==> config.mk <==
export PLATFORM = sky130hd
export DESIGN_NAME = acc_alu_exec
export DESIGN_NICKNAME = d
export VERILOG_FILES = /design/src/rtl/acc_alu_pkg.sv /design/src/rtl/acc_alu_decode.sv /design/src/rtl/acc_alu_func.sv /design/src/rtl/acc_alu_state.sv /design/src/rtl/acc_alu_exec.sv
export SDC_FILE = /design/constraint.sdc
export NUM_CORES = 2
export LEC_CHECK = 0
export ABC_CLOCK_PERIOD_IN_PS = 9960
export CAP_MARGIN = 5
export CORE_ASPECT_RATIO = 1.75
export CORE_MARGIN = 3
export CORE_UTILIZATION = 40
export CTS_CLUSTER_DIAMETER = 50
export DETAILED_ROUTE_END_ITERATION = 10
export GPL_ROUTABILITY_DRIVEN = 0
export PLACE_DENSITY_LB_ADDON = 0.1
export SLEW_MARGIN = 0
export SYNTH_ARGS = -nofsm -noshare
export SYNTH_HDL_FRONTEND = slang
export SYNTH_SLANG_ARGS = --single-unit
export TNS_END_PERCENT = 50
==> constraint.sdc <==
create_clock -name clk -period 9.96 [get_ports clk]
set_input_delay 1.494 -clock clk [delete_from_list [all_inputs] [get_ports clk]]
set_output_delay 1.494 -clock clk [all_outputs]
set_load 0.05 [all_outputs]
==> src/rtl/acc_alu_pkg.sv <==
package acc_alu_pkg;

   // Operation selected by opcode[3:0]; the numbering is part of the encoding.
   typedef enum logic [3:0] {
      OC_CTL0  = 4'd0,
      OC_CTL1  = 4'd1,
      OC_CTL2  = 4'd2,
      OC_CTL3  = 4'd3,
      OC_LDK   = 4'd4,
      OC_ADDK  = 4'd5,
      OC_BUMP  = 4'd6,
      OC_XFER  = 4'd7,
      OC_ADD   = 4'd8,
      OC_SUB   = 4'd9,
      OC_MUL   = 4'd10,
      OC_RSV0  = 4'd11,
      OC_RSV1  = 4'd12,
      OC_LEU   = 4'd13,
      OC_OR    = 4'd14,
      OC_NAND  = 4'd15
   } op_code_e;

   // Bit positions inside the opcode byte.
   localparam int unsigned OPC_W     = 8;
   localparam int unsigned CODE_LSB  = 0;
   localparam int unsigned ARG_LSB   = 4;
   localparam int unsigned ARG_W     = 4;
   localparam int unsigned DIR_BIT   = 7;
   localparam int unsigned MAX_SEL_W = 3;

   function automatic logic is_binop(op_code_e c);
      return (c == OC_ADD) || (c == OC_SUB) || (c == OC_MUL) ||
             (c == OC_LEU) || (c == OC_OR)  || (c == OC_NAND);
   endfunction

   function automatic logic is_acc_only(op_code_e c);
      return (c == OC_LDK) || (c == OC_ADDK) || (c == OC_BUMP);
   endfunction

endpackage

==> src/rtl/acc_alu_decode.sv <==
module acc_alu_decode
   import acc_alu_pkg::*;
#(
   parameter int unsigned SEL_W = 3
) (
   input  logic [OPC_W-1:0] opcode,
   output op_code_e         code,
   output logic             dir,
   output logic [SEL_W-1:0] rsel,
   output logic [ARG_W-1:0] narg,
   output logic             to_acc,
   output logic             to_reg
);

   logic routed;

   assign code   = op_code_e'(opcode[CODE_LSB +: 4]);
   assign dir    = opcode[DIR_BIT];
   assign narg   = opcode[ARG_LSB +: ARG_W];
   assign rsel   = opcode[ARG_LSB +: SEL_W];

   // Transfer and binary operations follow the direction flag.
   assign routed = is_binop(code) || (code == OC_XFER);

   always_comb begin
      to_acc = 1'b0;
      to_reg = 1'b0;
      if (is_acc_only(code)) begin
         to_acc = 1'b1;
      end else if (routed) begin
         to_acc = ~dir;
         to_reg = dir;
      end
   end

endmodule

==> src/rtl/acc_alu_func.sv <==
module acc_alu_func
   import acc_alu_pkg::*;
#(
   parameter int unsigned DATA_W        = 32,
   parameter bit          MUL_SHIFT_ADD = 1'b0
) (
   input  op_code_e          code,
   input  logic              dir,
   input  logic [ARG_W-1:0]  narg,
   input  logic [DATA_W-1:0] lhs,
   input  logic [DATA_W-1:0] acc,
   output logic [DATA_W-1:0] result
);

   localparam logic [DATA_W-1:0] BIAS = DATA_W'(8);

   logic [DATA_W-1:0] karg;
   logic [DATA_W-1:0] prod;
   logic              leu;

   assign karg = {{(DATA_W-ARG_W){1'b0}}, narg} - BIAS;
   assign leu  = (lhs <= acc);

   generate
      if (MUL_SHIFT_ADD) begin : g_mul_shift
         always_comb begin
            prod = '0;
            for (int b = 0; b < int'(DATA_W); b++) begin
               if (acc[b]) prod = prod + (lhs << b);
            end
         end
      end else begin : g_mul_direct
         assign prod = lhs * acc;
      end
   endgenerate

   always_comb begin
      unique case (code)
         OC_LDK:  result = karg;
         OC_ADDK: result = acc + karg;
         OC_BUMP: result = acc + DATA_W'(1);
         OC_XFER: result = dir ? acc : lhs;
         OC_ADD:  result = lhs + acc;
         OC_SUB:  result = lhs - acc;
         OC_MUL:  result = prod;
         OC_LEU:  result = {{(DATA_W-1){1'b0}}, leu};
         OC_OR:   result = lhs | acc;
         OC_NAND: result = ~(lhs & acc);
         default: result = acc;
      endcase
   end

endmodule

==> src/rtl/acc_alu_state.sv <==
module acc_alu_state #(
   parameter int unsigned DATA_W    = 32,
   parameter int unsigned REG_COUNT = 8,
   parameter int unsigned SEL_W     = 3
) (
   input  logic                        clk,
   input  logic                        rst_n,
   input  logic                        acc_we,
   input  logic                        reg_we,
   input  logic [SEL_W-1:0]            idx,
   input  logic [DATA_W-1:0]           wdata,
   output logic [DATA_W-1:0]           acc_q,
   output logic [DATA_W-1:0]           sel_q,
   output logic [REG_COUNT*DATA_W-1:0] regs_flat
);

   logic [DATA_W-1:0] acc_r;
   logic [DATA_W-1:0] regs [REG_COUNT];

   always_ff @(posedge clk or negedge rst_n) begin
      if (!rst_n)      acc_r <= '0;
      else if (acc_we) acc_r <= wdata;
   end

   generate
      for (genvar g = 0; g < int'(REG_COUNT); g++) begin : g_reg
         logic hit;
         assign hit = reg_we && (idx == SEL_W'(g));
         always_ff @(posedge clk or negedge rst_n) begin
            if (!rst_n)   regs[g] <= '0;
            else if (hit) regs[g] <= wdata;
         end
         assign regs_flat[g*DATA_W +: DATA_W] = regs[g];
      end
   endgenerate

   assign acc_q = acc_r;
   assign sel_q = regs[idx];

endmodule

==> src/rtl/acc_alu_exec.sv <==
module acc_alu_exec
   import acc_alu_pkg::*;
#(
   parameter int unsigned DATA_W        = 32,
   parameter int unsigned REG_COUNT     = 8,
   parameter bit          MUL_SHIFT_ADD = 1'b0
) (
   input  logic                        clk,
   input  logic                        rst_n,
   input  logic                        exec_en,
   input  logic [OPC_W-1:0]            opcode,
   output logic [DATA_W-1:0]           acc_q,
   output logic [REG_COUNT*DATA_W-1:0] regs_q
);

   localparam int unsigned SEL_W = (REG_COUNT > 1) ? $clog2(REG_COUNT) : 1;

   initial begin
      assert (DATA_W >= 8)
         else $fatal(1, "acc_alu_exec: DATA_W must be at least 8");
      assert (SEL_W <= MAX_SEL_W)
         else $fatal(1, "acc_alu_exec: register index exceeds opcode field");
      assert (REG_COUNT == (1 << SEL_W))
         else $fatal(1, "acc_alu_exec: REG_COUNT must be a power of two");
   end

   op_code_e          code;
   logic              dir;
   logic [SEL_W-1:0]  rsel;
   logic [ARG_W-1:0]  narg;
   logic              to_acc;
   logic              to_reg;
   logic [DATA_W-1:0] sel_val;
   logic [DATA_W-1:0] result;

   acc_alu_decode #(.SEL_W(SEL_W)) u_dec (
      .opcode (opcode),
      .code   (code),
      .dir    (dir),
      .rsel   (rsel),
      .narg   (narg),
      .to_acc (to_acc),
      .to_reg (to_reg)
   );

   acc_alu_func #(.DATA_W(DATA_W), .MUL_SHIFT_ADD(MUL_SHIFT_ADD)) u_func (
      .code   (code),
      .dir    (dir),
      .narg   (narg),
      .lhs    (sel_val),
      .acc    (acc_q),
      .result (result)
   );

   acc_alu_state #(.DATA_W(DATA_W), .REG_COUNT(REG_COUNT), .SEL_W(SEL_W)) u_state (
      .clk       (clk),
      .rst_n     (rst_n),
      .acc_we    (exec_en && to_acc),
      .reg_we    (exec_en && to_reg),
      .idx       (rsel),
      .wdata     (result),
      .acc_q     (acc_q),
      .sel_q     (sel_val),
      .regs_flat (regs_q)
   );

endmodule

==> impl_metrics.ini <==
[cts]
cts_tree = built
cts_buffers = 26
clk_pin_slew_ps = 70
cts_root_buf = clkbuf_16
max-clock-path-buffers = 3
clk_latency_ps = 570
htreeDepth = 1
cts.sinks = 288

[sta]
slew_viol_final = 0
fin_crit_sh_pct = 98.1
max_freq_ghz = 0.102
setup_violations = 0
skew_ps = 23.9
relSlewSlack_pct = 21.9
timing.hold.ws_ps = 513
rsz0062_at_grt = no
fin_crit_ps = 9770
worst_slew_pin_slew_ps = 1170
report.final.hold_viol_count = 0

[worst_setup_path]
critPathBufInv = 9
endpoint_kind = register
crit_required_ps = 10400
r2r_start = u_state.regs_flat[44]
critical-path-top-delay-family = adder cells
r2r-end = u_state.regs_flat[159]
r2r_cells = 30
crit_top_cell = fa_1
crit_end = u_state.regs_flat[159]
crit_arrival_ps = 10210
crit_fanout = 22
worstSetupStartpointType = input pin
critPathSlowestCell = fa_1
critPathMaxStageDelay_ps = 560
rrSetupSlack_ps = 1080
path_depth = 31
criticalPathCategory = in -> reg
startpoint = opcode[4]

[detailed_routing]
dr.pass1.iters = 5
route.detailed.drc = 0
ant_nets = 0
drt_iter0_drc = 2162
routed_wl_um = 148000
routed_via_density = 5.64
num_vias = 29800
wl_per_cell_um = 28.1

[logic_synthesis]
synth_top_area_cell = fa_1
synth.most_common_cell = nand2_1
yosys_warnings = 0
syn_inst = 3660
yosysTopAreaCellShare_pct = 24.4
synth.cell_area_um2 = 33600
yosys-top-cells-count = 482 x nand2_1, 477 x inv_1, 422 x nor2_1, 410 x fa_1, 288 x dfrtp_1
synthTopCellsByArea = fa_1 24%, dfrtp_1 21%, ha_1 9.3%
synth_flop_cell = dfrtp_1
async_reset_ff_share_pct = 100
synth_fp_nets = 4331
avgSynthCellArea_um2 = 9.18
ys_seq_elements = 288
synth_edf_count = 0
synth_cell_types = 83
seq_area_frac_synth_pct = 21.4

[cells_and_area]
design_area_um2 = 41800
syn_to_final_growth_pct = 24.4
fillers = 7842
final_nets = 4865
finalNonFillerCells = 5282
multi_input_area_um2 = 23900
layout-drive-gt1-share_pct = 17.0
regArea_um2 = 7210

[global_routing]
grt_pass1_vias = 32000
overflow = 0
grt_usage_pct = 33.7
grt_pass1_wl_um = 214000
grt_max_degree = 163
antenna_found_initial = 6

[floorplanning]
design.die.area_um2 = 87700
core_area_um2 = 83200
start_util_pct = 40.4
fp.dieW_um = 225
fp-row-count = 140
io_pins = 299
fp.dieH_um = 389

[placement]
dpl_cell_area_um2 = 40600
place_inst = 5220
port_buffers = 298
dpl.hpwl_um = 118000

[min_path]
worstHoldPathType = reg -> reg

[run_status]
status = complete, no violations

[flow_run]
cap_violations = 0
## per-layer routing
metal / wire length [µm] / part of all wire [%] / global-route usage (%) / vias up
met5: 0 / 0 / 0 / -
met4: 14000 / 9.4 / 24.5 / 0
met3: 10400 / 7.0 / 6.80 / 516
met2: 73100 / 49 / 59.4 / 1320
met1: 50700 / 34 / 35.5 / 15000
li1: - / - / - / 13000
## worst min-delay path: cells and delay by family, from the launching register on
family	cells	cell delay, ps
AND/OR/NAND/NOR	2	110
flip-flops	1	370
## metrics by stage
step | util, % | TNS, ps | setup WS [ps]
3_5_place_dp | 48.8 | -40590 | -745
4_1_cts | 50.0 | 0 | 14.3
6_report | 50.2 | 0 | 194
5_1_grt | 50.2 | 0 | 5.43
3_3_place_gp | 48.8 | -38290 | -751
2_1_floorplan | - | 0 | 0.485
## layout make-up
type,instances,area share (%)
Antenna cell,3,0.0180
Clock buffer,36,1.77
Clock inverter,12,0.491
Inverter,493,4.44
Multi-Input combinational cell,2675,57.2
Sequential cell,288,17.2
Tap cell,1065,3.19
Timing Repair Buffer,710,15.6
## sequential cells by signal (all words and copies together) (netlist names)
| register | count |
|---|---|
| u_state.acc_q | 32 |
| u_state.regs_flat | 256 |
## worst min-delay path by stage
| stage | startpoint | end | cells past startpoint |
|---|---|---|---|
| finish | u_state.regs_flat[69] | u_state.regs_flat[69] | 2 |
| global route | u_state.regs_flat[74] | u_state.regs_flat[74] | 2 |
| CTS | u_state.regs_flat[74] | u_state.regs_flat[74] | 2 |
| detailed placement | u_state.regs_flat[42] | u_state.regs_flat[42] | 2 |
| global placement | u_state.regs_flat[73] | u_state.regs_flat[73] | 2 |
| floorplan | u_state.regs_flat[39] | u_state.regs_flat[39] | 2 |
## cell families after synthesis
| family | count (synthesis) | share of synthesized area [%] |
|---|---|---|
| compound gates | 590 | 11.1 |
| xor+xnor | 126 | 3.55 |
| fa+ha+maj | 660 | 33.7 |
| buf+inv | 698 | 8.07 |
| flops | 288 | 21.4 |
| mux | 251 | 9.29 |
| simple gates | 1047 | 12.8 |
## cells in the final DEF, fill, tap and decap left out, types with 7 or more instances in the layout
cell	count
and2_1	12
o31ai_1	25
ha_1	247
nor3_1	14
nor2_2	7
dfrtp_1	288
nor2b_1	23
a21o_1	22
nand2_1	480
xnor2_1	92
clkinv_1	15
mux2i_1	55
a221oi_1	14
xor2_1	27
o211ai_1	8
mux2_2	160
nand2b_1	14
a21oi_1	109
inv_1	473
buf_12	36
a21boi_0	7
a31oi_1	11
or3_1	7
o221ai_1	18
nor4_1	12
clkbuf_16	27
o21a_1	14
nand3_1	7
o21ai_0	186
clkdlybuf4s50_1	294
buf_4	373
o22ai_1	54
mux4_2	22
nor2_1	415
or4_1	8
fa_1	407
a211oi_1	20
and3_1	12
o21bai_1	15
## repair_timing
item / 4_1_cts / 5_1_grt
resized for setup: 2 / 41
hold buffers: 0 / 0
cloned: 0 / 2
setup endpoints to repair: 35 / 70
pin swaps: 1 / 4
buffers inserted: 1 / 8
Power is not shown: default switching activity piles up to over one toggle a cycle in this logic, so the estimate is an artifact.
